`src/rtl/sof_pkg.sv`:
```
package sof_pkg;

    typedef enum logic [1:0] {
        FMT_GATED    = 2'b00,
        FMT_PARALLEL = 2'b01,
        FMT_CONT     = 2'b10
    } fmt_e;

    typedef struct packed {
        logic level;  // current serial clock level, 1 = released/high
        logic rise;   // level goes high at the coming edge
        logic fall;   // level goes low at the coming edge
    } sclk_evt_t;

    typedef enum logic [1:0] {
        SH_IDLE,
        SH_ARMED,
        SH_LEAD,
        SH_SHIFT
    } sh_state_e;

    function automatic fmt_e decode_fmt(input logic [1:0] code);
        case (code)
            2'b00:   return FMT_GATED;
            2'b10:   return FMT_CONT;
            default: return FMT_PARALLEL;
        endcase
    endfunction

endpackage

```
`src/rtl/sof_clkgen.sv`:
```
module sof_clkgen
    import sof_pkg::*;
#(
    parameter int SCLK_HALF = 3
) (
    input  logic      clk,
    input  logic      rst,
    input  logic      run,
    output sclk_evt_t evt
);
    localparam int CNT_W = (SCLK_HALF > 1) ? $clog2(SCLK_HALF) : 1;
    localparam logic [CNT_W-1:0] LAST = CNT_W'(SCLK_HALF - 1);

    logic [CNT_W-1:0] cnt_q;
    logic             level_q;
    logic             tick;

    assign tick = run && (cnt_q == LAST);

    always_ff @(posedge clk) begin
        if (rst || !run) begin
            cnt_q   <= '0;
            level_q <= 1'b1;
        end else if (tick) begin
            cnt_q   <= '0;
            level_q <= ~level_q;
        end else begin
            cnt_q <= cnt_q + 1'b1;
        end
    end

    always_comb begin
        evt.level = level_q;
        evt.rise  = tick && !level_q;
        evt.fall  = tick && level_q;
    end

    // phase counter never passes the half-period limit
    p_cnt_range_r2: assert property (@(posedge clk) disable iff (rst)
        cnt_q <= LAST);

    // a stopped divider parks the clock high
    p_park_high_r3: assert property (@(posedge clk) disable iff (rst)
        !run |=> level_q);

endmodule

```
`src/rtl/sof_shifter.sv`:
```
module sof_shifter
    import sof_pkg::*;
#(
    parameter int WORD_W = 12
) (
    input  logic              clk,
    input  logic              rst,
    input  logic              ser_en,
    input  logic              accept,
    input  logic [WORD_W-1:0] word,
    input  sclk_evt_t         evt,
    output logic              busy,
    output logic              data_low,
    output logic              strobe_low
);
    localparam int BC_W = (WORD_W > 1) ? $clog2(WORD_W) : 1;

    sh_state_e         st_q;
    logic [WORD_W-1:0] sh_q;
    logic [BC_W-1:0]   bc_q;
    logic              dlow_q;
    logic              slow_q;

    always_ff @(posedge clk) begin
        if (rst || !ser_en) begin
            st_q   <= SH_IDLE;
            sh_q   <= '0;
            bc_q   <= '0;
            dlow_q <= 1'b0;
            slow_q <= 1'b0;
        end else begin
            case (st_q)
                SH_IDLE: begin
                    if (accept) begin
                        sh_q <= word;
                        st_q <= SH_ARMED;
                    end
                end
                SH_ARMED: begin
                    if (evt.fall) begin
                        slow_q <= 1'b1;
                        st_q   <= SH_LEAD;
                    end
                end
                SH_LEAD: begin
                    if (evt.rise) begin
                        dlow_q <= ~sh_q[WORD_W-1];
                        sh_q   <= sh_q << 1;
                        bc_q   <= BC_W'(WORD_W - 1);
                        st_q   <= SH_SHIFT;
                    end
                end
                SH_SHIFT: begin
                    if (evt.rise) begin
                        if (bc_q == '0) begin
                            dlow_q <= 1'b0;
                            slow_q <= 1'b0;
                            st_q   <= SH_IDLE;
                        end else begin
                            dlow_q <= ~sh_q[WORD_W-1];
                            sh_q   <= sh_q << 1;
                            bc_q   <= bc_q - 1'b1;
                        end
                    end
                end
                default: st_q <= SH_IDLE;
            endcase
        end
    end

    assign busy       = (st_q != SH_IDLE);
    assign data_low   = dlow_q;
    assign strobe_low = slow_q;

    // no frame in progress means both lines released
    p_idle_released_r9: assert property (@(posedge clk) disable iff (rst)
        (st_q == SH_IDLE || st_q == SH_ARMED) |-> (!dlow_q && !slow_q));

    // a pulse while a word waits leaves the held word untouched
    p_hold_word_r8: assert property (@(posedge clk) disable iff (rst || !ser_en)
        (st_q == SH_ARMED && accept && !evt.fall) |=> (sh_q == $past(sh_q)));

endmodule

```
`src/rtl/sof_top.sv`:
```
module sof_top
    import sof_pkg::*;
#(
    parameter int WORD_W    = 12,
    parameter int SCLK_HALF = 3
) (
    input  logic              clk,
    input  logic              rst,
    input  logic [1:0]        fmt_i,
    input  logic              res_vld_i,
    input  logic [WORD_W-1:0] res_i,
    output logic              sclk_pd_o,
    output logic              sdata_pd_o,
    output logic              fs_pd_o
);
    fmt_e      fmt;
    logic      ser_en;
    logic      busy;
    logic      run;
    sclk_evt_t evt;
    logic      data_low;
    logic      strobe_low;

    assign fmt    = decode_fmt(fmt_i);
    assign ser_en = (fmt != FMT_PARALLEL);
    assign run    = ser_en && ((fmt == FMT_CONT) || busy);

    sof_clkgen #(.SCLK_HALF(SCLK_HALF)) u_clkgen (
        .clk (clk),
        .rst (rst),
        .run (run),
        .evt (evt)
    );

    sof_shifter #(.WORD_W(WORD_W)) u_shifter (
        .clk        (clk),
        .rst        (rst),
        .ser_en     (ser_en),
        .accept     (res_vld_i),
        .word       (res_i),
        .evt        (evt),
        .busy       (busy),
        .data_low   (data_low),
        .strobe_low (strobe_low)
    );

    assign sclk_pd_o  = ~evt.level;
    assign sdata_pd_o = data_low;
    assign fs_pd_o    = strobe_low;

    // parallel-only mode releases every line on the next cycle
    p_par_released_r1: assert property (@(posedge clk) disable iff (rst)
        (fmt == FMT_PARALLEL) |=> (!sclk_pd_o && !sdata_pd_o && !fs_pd_o));

    // strobe goes active only together with a falling clock edge
    p_strobe_on_fall_r5: assert property (@(posedge clk) disable iff (rst)
        $rose(fs_pd_o) |-> $rose(sclk_pd_o));

    // data line moves only together with a rising clock edge
    p_data_on_rise_r6: assert property (@(posedge clk) disable iff (rst || !ser_en)
        ($past(ser_en) && !$stable(sdata_pd_o)) |-> $fell(sclk_pd_o));

    // gated mode with nothing to send keeps the clock released
    p_gated_idle_r3: assert property (@(posedge clk) disable iff (rst)
        (fmt == FMT_GATED && !busy && $past(fmt == FMT_GATED && !busy)) |-> !sclk_pd_o);

endmodule

```
`config.mk`:
```
export PLATFORM = sky130hd
export DESIGN_NAME = sof_top
export DESIGN_NICKNAME = d
export VERILOG_FILES = /design/src/rtl/sof_pkg.sv /design/src/rtl/sof_clkgen.sv /design/src/rtl/sof_shifter.sv /design/src/rtl/sof_top.sv
export SDC_FILE = /design/constraint.sdc
export NUM_CORES = 1
export LEC_CHECK = 0
export ABC_AREA = 1
export ABC_CLOCK_PERIOD_IN_PS = 2100
export CAP_MARGIN = 20
export CORE_AREA = 2 2 55 57
export DETAILED_ROUTE_END_ITERATION = 10
export DIE_AREA = 0 0 57 59
export GPL_ROUTABILITY_DRIVEN = 0
export PLACE_DENSITY_LB_ADDON = 0.15
export SLEW_MARGIN = 25
export SYNTH_ARGS = -nofsm -noshare
export SYNTH_HDL_FRONTEND = slang
export SYNTH_SLANG_ARGS = --single-unit
```
`constraint.sdc`:
```
create_clock -name clk -period 2.1 [get_ports clk]
set_input_delay 0.315 -clock clk [delete_from_list [all_inputs] [get_ports clk]]
set_output_delay 0.315 -clock clk [all_outputs]
set_load 0.005 [all_outputs]
```
==> impl_metrics.json <==
{
  "finalWirelength_mm": 2.61,
  "r2r_start": "u_shifter.st_q[0]$_SDFFE_PP0P_",
  "ff_latch_area_um2": 460,
  "core_um2": 2710,
  "fill_cells": 271,
  "critPathArrivalTime_ps": 2070,
  "rr_worst_depth": 8,
  "netlist_instances": 187,
  "cts_made_buffers": 3,
  "synth_area_um2": 1330,
  "first_pass_iters": 4,
  "pre_cts_slack_ps": 282,
  "timing.final.crit_share": 0.867,
  "synth_area_leader_cell": "dfxtp_1",
  "finalSetupTns_ps": 0,
  "setup_viol": 0,
  "slew_headroom": 0.725,
  "cts_tree": "built",
  "ys_warn_count": 0,
  "synth_cell_types": 26,
  "final_net_count": 232,
  "start_util": 0.492,
  "yosysSeqAreaShare": 0.345,
  "drt-wirelength-per-cell_um": 11.0,
  "die_y_um": 59,
  "vdd_ir_drop_max_uv": 385,
  "cts-root-buf": "clkbuf_4",
  "grt_usage": 0.168,
  "grt_max_degree": 18,
  "cts_setup_buffers": 0,
  "drv_slew": 0,
  "fin_crit_ps": 1820,
  "drive_gt1_frac": 0.146,
  "utilization": 0.573,
  "status": "complete, no violations",
  "std_cell_rows": 19,
  "antenna_found_initial": 0,
  "grt_pass1_wl_mm": 4.50,
  "area_growth_pct": 16.4,
  "vias_per_cell": 4.91,
  "dp_hpwl_mm": 1.98,
  "ys_seq_elements": 23,
  "stdcell_area_um2": 1550,
  "synth_nets": 212,
  "timing.fmax_mhz": 549,
  "drt_iter0_markers": 23,
  "start_kind": "flop",
  "vias": 1163,
  "crit_type": "flop to flop",
  "clk_latency_ps": 310,
  "cts_hold_buffers": 0,
  "multi_input_area_um2": 758,
  "critPathCaptureType": "flop",
  "hold_viol": 0,
  "cp-startpoint": "u_shifter.st_q[0]$_SDFFE_PP0P_",
  "cp_cell_sequence": "inv_1 > ha_1 > nor2_8 > inv_2 > a21oi_4 > buf_4 > o21ai_0 > nor2_1",
  "grt_overflow_total": 0,
  "critPathSlowestCell": "dfxtp_1",
  "ios": 20,
  "clk_pin_slew_ps": 130,
  "hold_path_depth": 1,
  "clock_tree.buffer_depth": 2,
  "cp_max_fo": 15,
  "worstHoldPathType": "flop to flop",
  "grt_pass1_vias": 1103,
  "fin_ws_ps": 280,
  "tightest_slew_ps": 413,
  "rsz0062_at_grt": "false",
  "worstHoldStart": "u_clkgen.cnt_q[0]$_SDFF_PP0_",
  "avgSynthCellArea_um2": 7.13,
  "die_area_um2": 3360,
  "synth.area.top_cells": "dfxtp_1 (35%), nand2_1 (15%), ha_1 (7.5%)",
  "synth_top_area_frac": 0.345,
  "htreeDepth": 1,
  "slowest_delay_ps": 400,
  "antenna_cells": 0,
  "maxCapViolCount": 0,
  "drc": 0,
  "numPortBuffers": 19,
  "power_density_nw_per_um2": 587,
  "leakage_nw": 0.701,
  "required_ps": 2350,
  "ant_nets": 0,
  "clock_skew_ps": 3.64,
  "placed_cell_area_um2": 1530,
  "cts.sinks": 23,
  "cts-resized-gates": 0,
  "die_w_um": 57
}
-- final timing paths --
kind | endpoint | slack, ps
setup / recovery | u_shifter.sh_q[8]$_SDFFE_PP0P_ | 280
hold / removal | u_clkgen.cnt_q[0]$_SDFF_PP0_ | 420
setup reg to reg | u_shifter.sh_q[8]$_SDFFE_PP0P_ | 280
hold reg to reg | u_clkgen.cnt_q[0]$_SDFF_PP0_ | 420
-- routing by layer --
layer  GRT usage  routed length, um
met1       0.192               1110
met2       0.310               1350
met3      0.0284                 99
met4      0.0698                 50
met5           0                  0
-- where the power goes --
| group | internal [W] | switching (W) |
|---|---|---|
| combinational | 0.0000931 | 0.000138 |
| sequential | 0.000461 | 0.0000136 |
| clock | 0.0000741 | 0.000132 |
| total | 0.000628 | 0.000284 |
-- state kept, by name, indices dropped and copies added (netlist names) --
signal	flops
u_clkgen.cnt_q	2
u_clkgen.level_q	1
u_shifter.bc_q	4
u_shifter.data_low	1
u_shifter.sh_q	12
u_shifter.st_q	2
u_shifter.strobe_low	1
-- area by class of cell --
class	instances	share of cell area
sequential	23	0.297
tap	31	0.0250
clock buffer	4	0.0169
inverter	17	0.0411
timing repair buffer	21	0.132
multi-input combinational	141	0.488
-- cell usage in the layout, fill, tap and decap left out --
cell              n
inv_2             3
nand3_2           1
clkbuf_4          3
nand2_1          54
a21oi_1           7
nor2_8            2
nor3_1            2
nor2_2           12
nor2_1           25
buf_4             2
o21ai_1           3
nand4_1           1
clkdlybuf4s50_1  19
nor2_4            1
ha_1              8
clkbuf_1          1
inv_1            14
nand2_2           2
o21ai_0          13
or2_2             2
a21oi_4           1
o21bai_1          1
dfxtp_1          23
nand3_1           4
nand3_4           1
o21a_1            1
-- critical path, delay by kind of cell (launching register included) --
family / cells / cell delay [ps]
flip-flops: 1 / 400
buffers and inverters: 3 / 440
adder cells (fa/ha/maj): 1 / 300
AND/OR/NAND/NOR: 2 / 360
AO/OA/AOI/OAI: 2 / 270
-- metrics by stage --
stage          hold slack, ps  std cells  total power, W
2_1_floorplan             396        187        0.000663
3_3_place_gp              403        233        0.000710
4_1_cts                   426        237        0.000926
5_1_grt                   458        237        0.000973
6_report                  423        237        0.000912
3_5_place_dp              408        233        0.000715
-- Yosys cell counts, drive strengths merged --
master	n
o21bai	1
nand3	6
nor2	40
inv	17
nor3	2
or2	2
clkbuf	1
dfxtp	23
ha	8
a21oi	8
o21ai	16
o21a	1
nand2	56
buf	5
nand4	1
-- cells by family after synthesis --
group / Yosys count / synth area share
AO/OA/AOI/OAI: 26 / 0.110
adder cells (fa/ha/maj): 8 / 0.0750
flip-flops: 23 / 0.345
AND/OR/NAND/NOR: 107 / 0.384
buffers and inverters: 23 / 0.0863
No activity file was read; power rests on OpenSTA's default activity.
